## config.mk

```make
export PLATFORM = sky130hd
export DESIGN_NAME = quad_decoder
export DESIGN_NICKNAME = d
export VERILOG_FILES = /design/src/rtl/qdec_pkg.sv /design/src/rtl/qdec_input_cond.sv /design/src/rtl/qdec_tracker.sv /design/src/rtl/qdec_counter.sv /design/src/rtl/quad_decoder.sv
export SDC_FILE = /design/constraint.sdc
export NUM_CORES = 1
export LEC_CHECK = 0
export ABC_AREA = 1
export BUFFER_PORTS_ARGS = -buffer_cell sky130_fd_sc_hd__buf_2
export CORE_MARGIN = 2
export CORE_UTILIZATION = 55
export DETAILED_ROUTE_END_ITERATION = 12
export MAX_ROUTING_LAYER = met4
export PLACE_DENSITY_LB_ADDON = 0.1
export SYNTH_ARGS = -nofsm -noshare
export SYNTH_HDL_FRONTEND = slang
export SYNTH_SLANG_ARGS = --single-unit
```

## constraint.sdc

```tcl
create_clock -name clk -period 7.25 [get_ports clk]
set_clock_uncertainty 0.15 [all_clocks]
set_input_delay 0.725 -clock clk [delete_from_list [all_inputs] [get_ports clk]]
set_output_delay 0.725 -clock clk [all_outputs]
set_load 0.01 [all_outputs]
```

## src/rtl/qdec_pkg.sv

```systemverilog
package qdec_pkg;

  localparam int ST_W   = 4;
  localparam int ST_OVF = 0;
  localparam int ST_UNF = 1;
  localparam int ST_IDX = 2;
  localparam int ST_BAD = 3;

  typedef enum logic [1:0] {
    MV_NONE = 2'd0,
    MV_UP   = 2'd1,
    MV_DN   = 2'd2,
    MV_BAD  = 2'd3
  } move_e;

  // Position of an {A,B} pair on the forward cycle 00,01,11,10.
  function automatic logic [1:0] gray_pos(input logic [1:0] ab);
    return {ab[1], ab[1] ^ ab[0]};
  endfunction

  // Classify a move between two consecutive samples.
  function automatic move_e classify(input logic [1:0] prev, input logic [1:0] cur);
    logic [1:0] d;
    d = gray_pos(cur) - gray_pos(prev);
    case (d)
      2'd0:    return MV_NONE;
      2'd1:    return MV_UP;
      2'd3:    return MV_DN;
      default: return MV_BAD;
    endcase
  endfunction

endpackage

```

## src/rtl/qdec_input_cond.sv

```systemverilog
module qdec_input_cond #(
  parameter int N        = 3,
  parameter int SYNC     = 2,
  parameter int FILT_LEN = 3
) (
  input  logic         clk,
  input  logic         rst,
  input  logic         filt_en,
  input  logic [N-1:0] raw,
  output logic [N-1:0] clean,
  output logic         valid
);
  localparam int WARM_W = $clog2(SYNC + 2);
  localparam int FW     = $clog2(FILT_LEN + 1);
  localparam logic [WARM_W-1:0] WARM_END = WARM_W'(SYNC + 1);

  logic [N-1:0]      sync_q [SYNC];
  logic [WARM_W-1:0] warm_q;
  logic [N-1:0]      s;

  always_ff @(posedge clk) begin
    if (rst) begin
      for (int i = 0; i < SYNC; i++) sync_q[i] <= '0;
    end else begin
      sync_q[0] <= raw;
      for (int i = 1; i < SYNC; i++) sync_q[i] <= sync_q[i-1];
    end
  end

  assign s = sync_q[SYNC-1];

  always_ff @(posedge clk) begin
    if (rst)                  warm_q <= '0;
    else if (warm_q != WARM_END) warm_q <= warm_q + 1'b1;
  end

  assign valid = (warm_q == WARM_END);

  for (genvar g = 0; g < N; g++) begin : g_filt
    logic [FW-1:0] run_q;
    always_ff @(posedge clk) begin
      if (rst) begin
        clean[g] <= 1'b0;
        run_q    <= '0;
      end else if (!valid || !filt_en) begin
        clean[g] <= s[g];
        run_q    <= '0;
      end else if (s[g] == clean[g]) begin
        run_q    <= '0;
      end else if (run_q == FW'(FILT_LEN - 1)) begin
        clean[g] <= s[g];
        run_q    <= '0;
      end else begin
        run_q    <= run_q + 1'b1;
      end
    end
  end

endmodule

```

## src/rtl/qdec_tracker.sv

```systemverilog
module qdec_tracker
  import qdec_pkg::*;
(
  input  logic       clk,
  input  logic       rst,
  input  logic       valid,
  input  logic [1:0] ab,
  input  logic       idx,
  input  logic       idx_en,
  output logic       step_up,
  output logic       step_dn,
  output logic       ev_bad,
  output logic       ev_idx
);
  logic       primed_q;
  logic [1:0] prev_ab_q;
  logic       prev_idx_q;
  logic       live;
  move_e      mv;

  always_ff @(posedge clk) begin
    if (rst) begin
      primed_q   <= 1'b0;
      prev_ab_q  <= 2'b00;
      prev_idx_q <= 1'b0;
    end else if (valid) begin
      primed_q   <= 1'b1;
      prev_ab_q  <= ab;
      prev_idx_q <= idx;
    end
  end

  assign live    = valid && primed_q;
  assign mv      = classify(prev_ab_q, ab);
  assign step_up = live && (mv == MV_UP);
  assign step_dn = live && (mv == MV_DN);
  assign ev_bad  = live && (mv == MV_BAD);
  assign ev_idx  = live && idx_en && idx && !prev_idx_q;

endmodule

```

## src/rtl/qdec_counter.sv

```systemverilog
module qdec_counter #(
  parameter int W = 32
) (
  input  logic         clk,
  input  logic         rst,
  input  logic         step_up,
  input  logic         step_dn,
  input  logic         clr_idx,
  output logic [W-1:0] count,
  output logic         ev_ovf,
  output logic         ev_unf
);
  localparam logic [W-1:0] MAXV = {1'b0, {(W-1){1'b1}}};
  localparam logic [W-1:0] MINV = {1'b1, {(W-1){1'b0}}};

  function automatic logic [W-1:0] next_count(
    input logic [W-1:0] cur, input logic up, input logic dn, input logic clr);
    if (clr)     return '0;
    else if (up) return cur + W'(1);
    else if (dn) return cur - W'(1);
    else         return cur;
  endfunction

  assign ev_ovf = step_up && !clr_idx && (count == MAXV);
  assign ev_unf = step_dn && !clr_idx && (count == MINV);

  always_ff @(posedge clk) begin
    if (rst) count <= '0;
    else     count <= next_count(count, step_up, step_dn, clr_idx);
  end

endmodule

```

## src/rtl/quad_decoder.sv

```systemverilog
module quad_decoder
  import qdec_pkg::*;
#(
  parameter int CNT_W    = 32,
  parameter int SYNC     = 2,
  parameter int FILT_LEN = 3
) (
  input  logic             clk,
  input  logic             rst,
  input  logic             a_in,
  input  logic             b_in,
  input  logic             idx_in,
  input  logic             idx_en,
  input  logic             filt_en,
  input  logic             rd_en,
  input  logic             rd_addr,
  output logic [CNT_W-1:0] rd_data,
  output logic             irq
);
  logic [2:0]       clean;
  logic             valid;
  logic             step_up, step_dn, ev_bad, ev_idx, ev_ovf, ev_unf;
  logic [CNT_W-1:0] count;
  logic [ST_W-1:0]  status;
  logic [ST_W-1:0]  events;
  logic             clr;

  qdec_input_cond #(.N(3), .SYNC(SYNC), .FILT_LEN(FILT_LEN)) u_cond (
    .clk(clk), .rst(rst), .filt_en(filt_en),
    .raw({idx_in, a_in, b_in}), .clean(clean), .valid(valid)
  );

  qdec_tracker u_trk (
    .clk(clk), .rst(rst), .valid(valid), .ab(clean[1:0]), .idx(clean[2]),
    .idx_en(idx_en), .step_up(step_up), .step_dn(step_dn),
    .ev_bad(ev_bad), .ev_idx(ev_idx)
  );

  qdec_counter #(.W(CNT_W)) u_cnt (
    .clk(clk), .rst(rst), .step_up(step_up), .step_dn(step_dn),
    .clr_idx(ev_idx), .count(count), .ev_ovf(ev_ovf), .ev_unf(ev_unf)
  );

  always_comb begin
    events         = '0;
    events[ST_OVF] = ev_ovf;
    events[ST_UNF] = ev_unf;
    events[ST_IDX] = ev_idx;
    events[ST_BAD] = ev_bad;
  end

  assign clr = rd_en && rd_addr;

  always_ff @(posedge clk) begin
    if (rst) status <= '0;
    else     status <= (clr ? '0 : status) | events;
  end

  assign irq     = |status;
  assign rd_data = rd_addr ? CNT_W'(status) : count;

endmodule

```

==> metrics.txt <==
P&R area growth vs syn=9.29%; area fraction of the dominant cell type after synthesis=22.7%; Reg clk slew, reported paths=0.09 ns; CTS tree=built; fmax=242 MHz; Fin Setup TNS=0 ns; required time worst endpoint=7.35 ns; Slew @ Worst Pin=1.19 ns; hold depth=2; clk_lat worst skew=0.36 ns; Vias/cell=5.17; critical path type=flop to flop; pin count of the biggest net entering global routing=46; cells after synthesis=876; post-cts repair resize count=0; Inserted Clock Buffers=9; Final GP Congestion=1.01; Stages on worst setup path=15; Synth area leaders=dfxtp_1 23%, nand2_1 20%, inv_1 15%, ha_1 10%, nor2_1 7.5%; Die Height=99.6 microns; count leader, synth=nand2_1; Ports=42; row count=34; CP top delay family=simple AND/OR/NAND/NOR gates; Worst slew margin=20.3%; CP arrival=4.23 ns; post-synthesis cell type count=31; synth warn=0; DRC violations left=0; Hold-fix buffers, CTS=0; Async SR Flop Fraction=0%; CP Capture Type=flop; Buffers on Ports=41; crit-path most repeated cell=nand2_1; period utilization=56.9%; Layout fillers=892; Post-CTS Setup Bufs=0; Iter 0 DRT Violations=299; average size of a mapped cell=5.74 sq um; Routed WL per cell=13.2 microns; total power=798 uW; syn nets=927; clk root buf=clkbuf_8; via count=5304; core area=8810 sq um; Bufs on Longest Clock Path=2; share of cells above drive strength 1=7.96%; Hold WC Path Type=flop to flop; FF-to-FF path depth=15; PwrDens=145 nW/um^2; Critical Path Start Type=flop; final slew viol count=0; Die W=99.6 microns; Initial Util=57.1%; worst slack, placed=3.23 ns; leak pwr=3.34 nW; HPWL Detailed=10.5 mm; status=finished, final reports clean; EDFF count, synth=0; Mapped Area=5030 sq um; utilization after layout=62.4%; worst path bufs/invs=2; htree depth=3; setup slack after layout=3.12 ns; top cells by count, synth=263 x nand2_1, 196 x inv_1, 100 x nor2_1; critical path's slowest cell=nand2_2; first-pass GRT wire length=22.7 mm; worst vdd ir=0.132 mV; Final Hold Viols=0; antenna violations before repair=0; Crit path largest cell delay=0.65 ns; ys flop type=dfxtp_1; vias in the first global route=4916; clock sink count=57; die area=9920 sq um; cell accounting for the most synthesized area=dfxtp_1; RSZ-0062 raised after global routing=no; crit-path cells=xor2_1 -> ha_1 -> nor2_4 -> nand2_2 -> ha_1 -> nand2_1 -> inv_1 -> a21oi_1 -> nand3_2 -> nand2_1 -> nand2_1 -> nand2_1 -> nand3_1 -> nand2_1 -> inv_1; worst-path maximum fanout=38; TritonRoute pass-1 iters=5; total track usage=29.0%; final wirelength=13.5 mm; post-route ant nets=0; Antenna Cells=0; grt total ovfl=0; Max-cap violations=0; sequential-to-total area share from yosys stat=22.7%; Final min period=4.13 ns; fin nets=963; #FFs+latches synth=57; Setup violations, final=0
[report_power, final]
| part | switching [mW] | total [mW] | internal, mW |
|---|---|---|---|
| sequential | 0.00861 | 0.332 | 0.324 |
| clock | 0.169 | 0.334 | 0.165 |
| combinational | 0.0874 | 0.132 | 0.0443 |
[final timing paths]
check                            from             endpoint  slack (ns)
setup / recovery   u_trk.prev_ab_q[1]      u_cnt.count[28]        3.12
hold / removal    u_cond.sync_q[0][0]  u_cond.sync_q[0][3]        0.25
setup reg to reg   u_trk.prev_ab_q[1]      u_cnt.count[28]        3.12
hold reg to reg   u_cond.sync_q[0][0]  u_cond.sync_q[0][3]        0.25
[layout make-up]
type / instances / area [sq um] / share of cell area (%)
Multi-Input combinational cell: 606 / 3070 / 55.8
Clock buffer: 9 / 124 / 2.26
Clock inverter: 7 / 82.6 / 1.50
Tap cell: 108 / 135 / 2.46
Inverter: 197 / 739 / 13.5
Timing Repair Buffer: 41 / 205 / 3.74
Sequential cell: 57 / 1140 / 20.8
[per-stage QoR]
step / hold WS [ns] / instance area (sq um) / std cells
floorplan: 0.238 / 5030 / 876
global placement: 0.245 / 5290 / 1009
detailed placement: 0.245 / 5290 / 1009
CTS: 0.259 / 5490 / 1025
global route: 0.278 / 5490 / 1025
finish: 0.253 / 5490 / 1025
[routing by layer]
metal | up-vias | part of all wire (%) | GRT usage (%) | wire length (microns)
met5 | - | 0 | - | 0
met4 | 0 | 3.1 | 11.4 | 414
met3 | 36 | 4.8 | 3.30 | 650
met2 | 157 | 45 | 47.0 | 6100
met1 | 2370 | 47 | 37.2 | 6310
li1 | 2741 | - | - | -
[cell usage in the layout, fill, tap and decap left out, types with 2 or more instances in the layout]
master    synthesis  layout
xnor2_1           3       3
nor2_2            2       2
nor2_1          100     100
nand3_2           3       3
o21bai_1          3       3
ha_1             41      41
clkbuf_8          0       9
nor3_1            7       7
nand2_2           5       5
buf_2             1      41
inv_1           196     196
nor4_1            3       3
a21oi_1          59      59
nand2_1         263     263
clkinv_4          0       2
o21ai_0          24      24
dfxtp_1          57      57
nand3_1          47      47
or2_2             2       2
xor2_1           18      18
nand4_1          18      18
inv_6             0       4
[cells by family after synthesis]
logic type / after synthesis / synth area share, %
simple gates: 454 / 37.5
buf+inv: 213 / 16.3
compound gates: 88 / 8.96
flops: 57 / 22.7
fa+ha+maj: 42 / 10.6
xor+xnor: 21 / 3.66
mux: 1 / 0.224
[registers in the layout, summed over array words and instances, names as in the netlist]
signal / cells
u_cond.warm_q: 2
u_cond.g_filt.run_q: 6
u_trk.prev_idx_q: 1
status: 4
u_cnt.count: 32
u_trk.prev_ab_q: 2
u_cond.sync_q: 6
u_cond.clean: 3
u_trk.primed_q: 1
[worst reg2reg max path, cell delays in order, from the launching register on]
cell and delay [ns]:
dfxtp_1 0.42, xor2_1 0.17, ha_1 0.30, nor2_4 0.52, nand2_2 0.65, ha_1 0.61
nand2_1 0.11, inv_1 0.06, a21oi_1 0.33, nand3_2 0.20, nand2_1 0.14, nand2_1 0.06
nand2_1 0.06, nand3_1 0.11, nand2_1 0.11, inv_1 0.04
No activity file was read; power rests on OpenSTA's default activity.
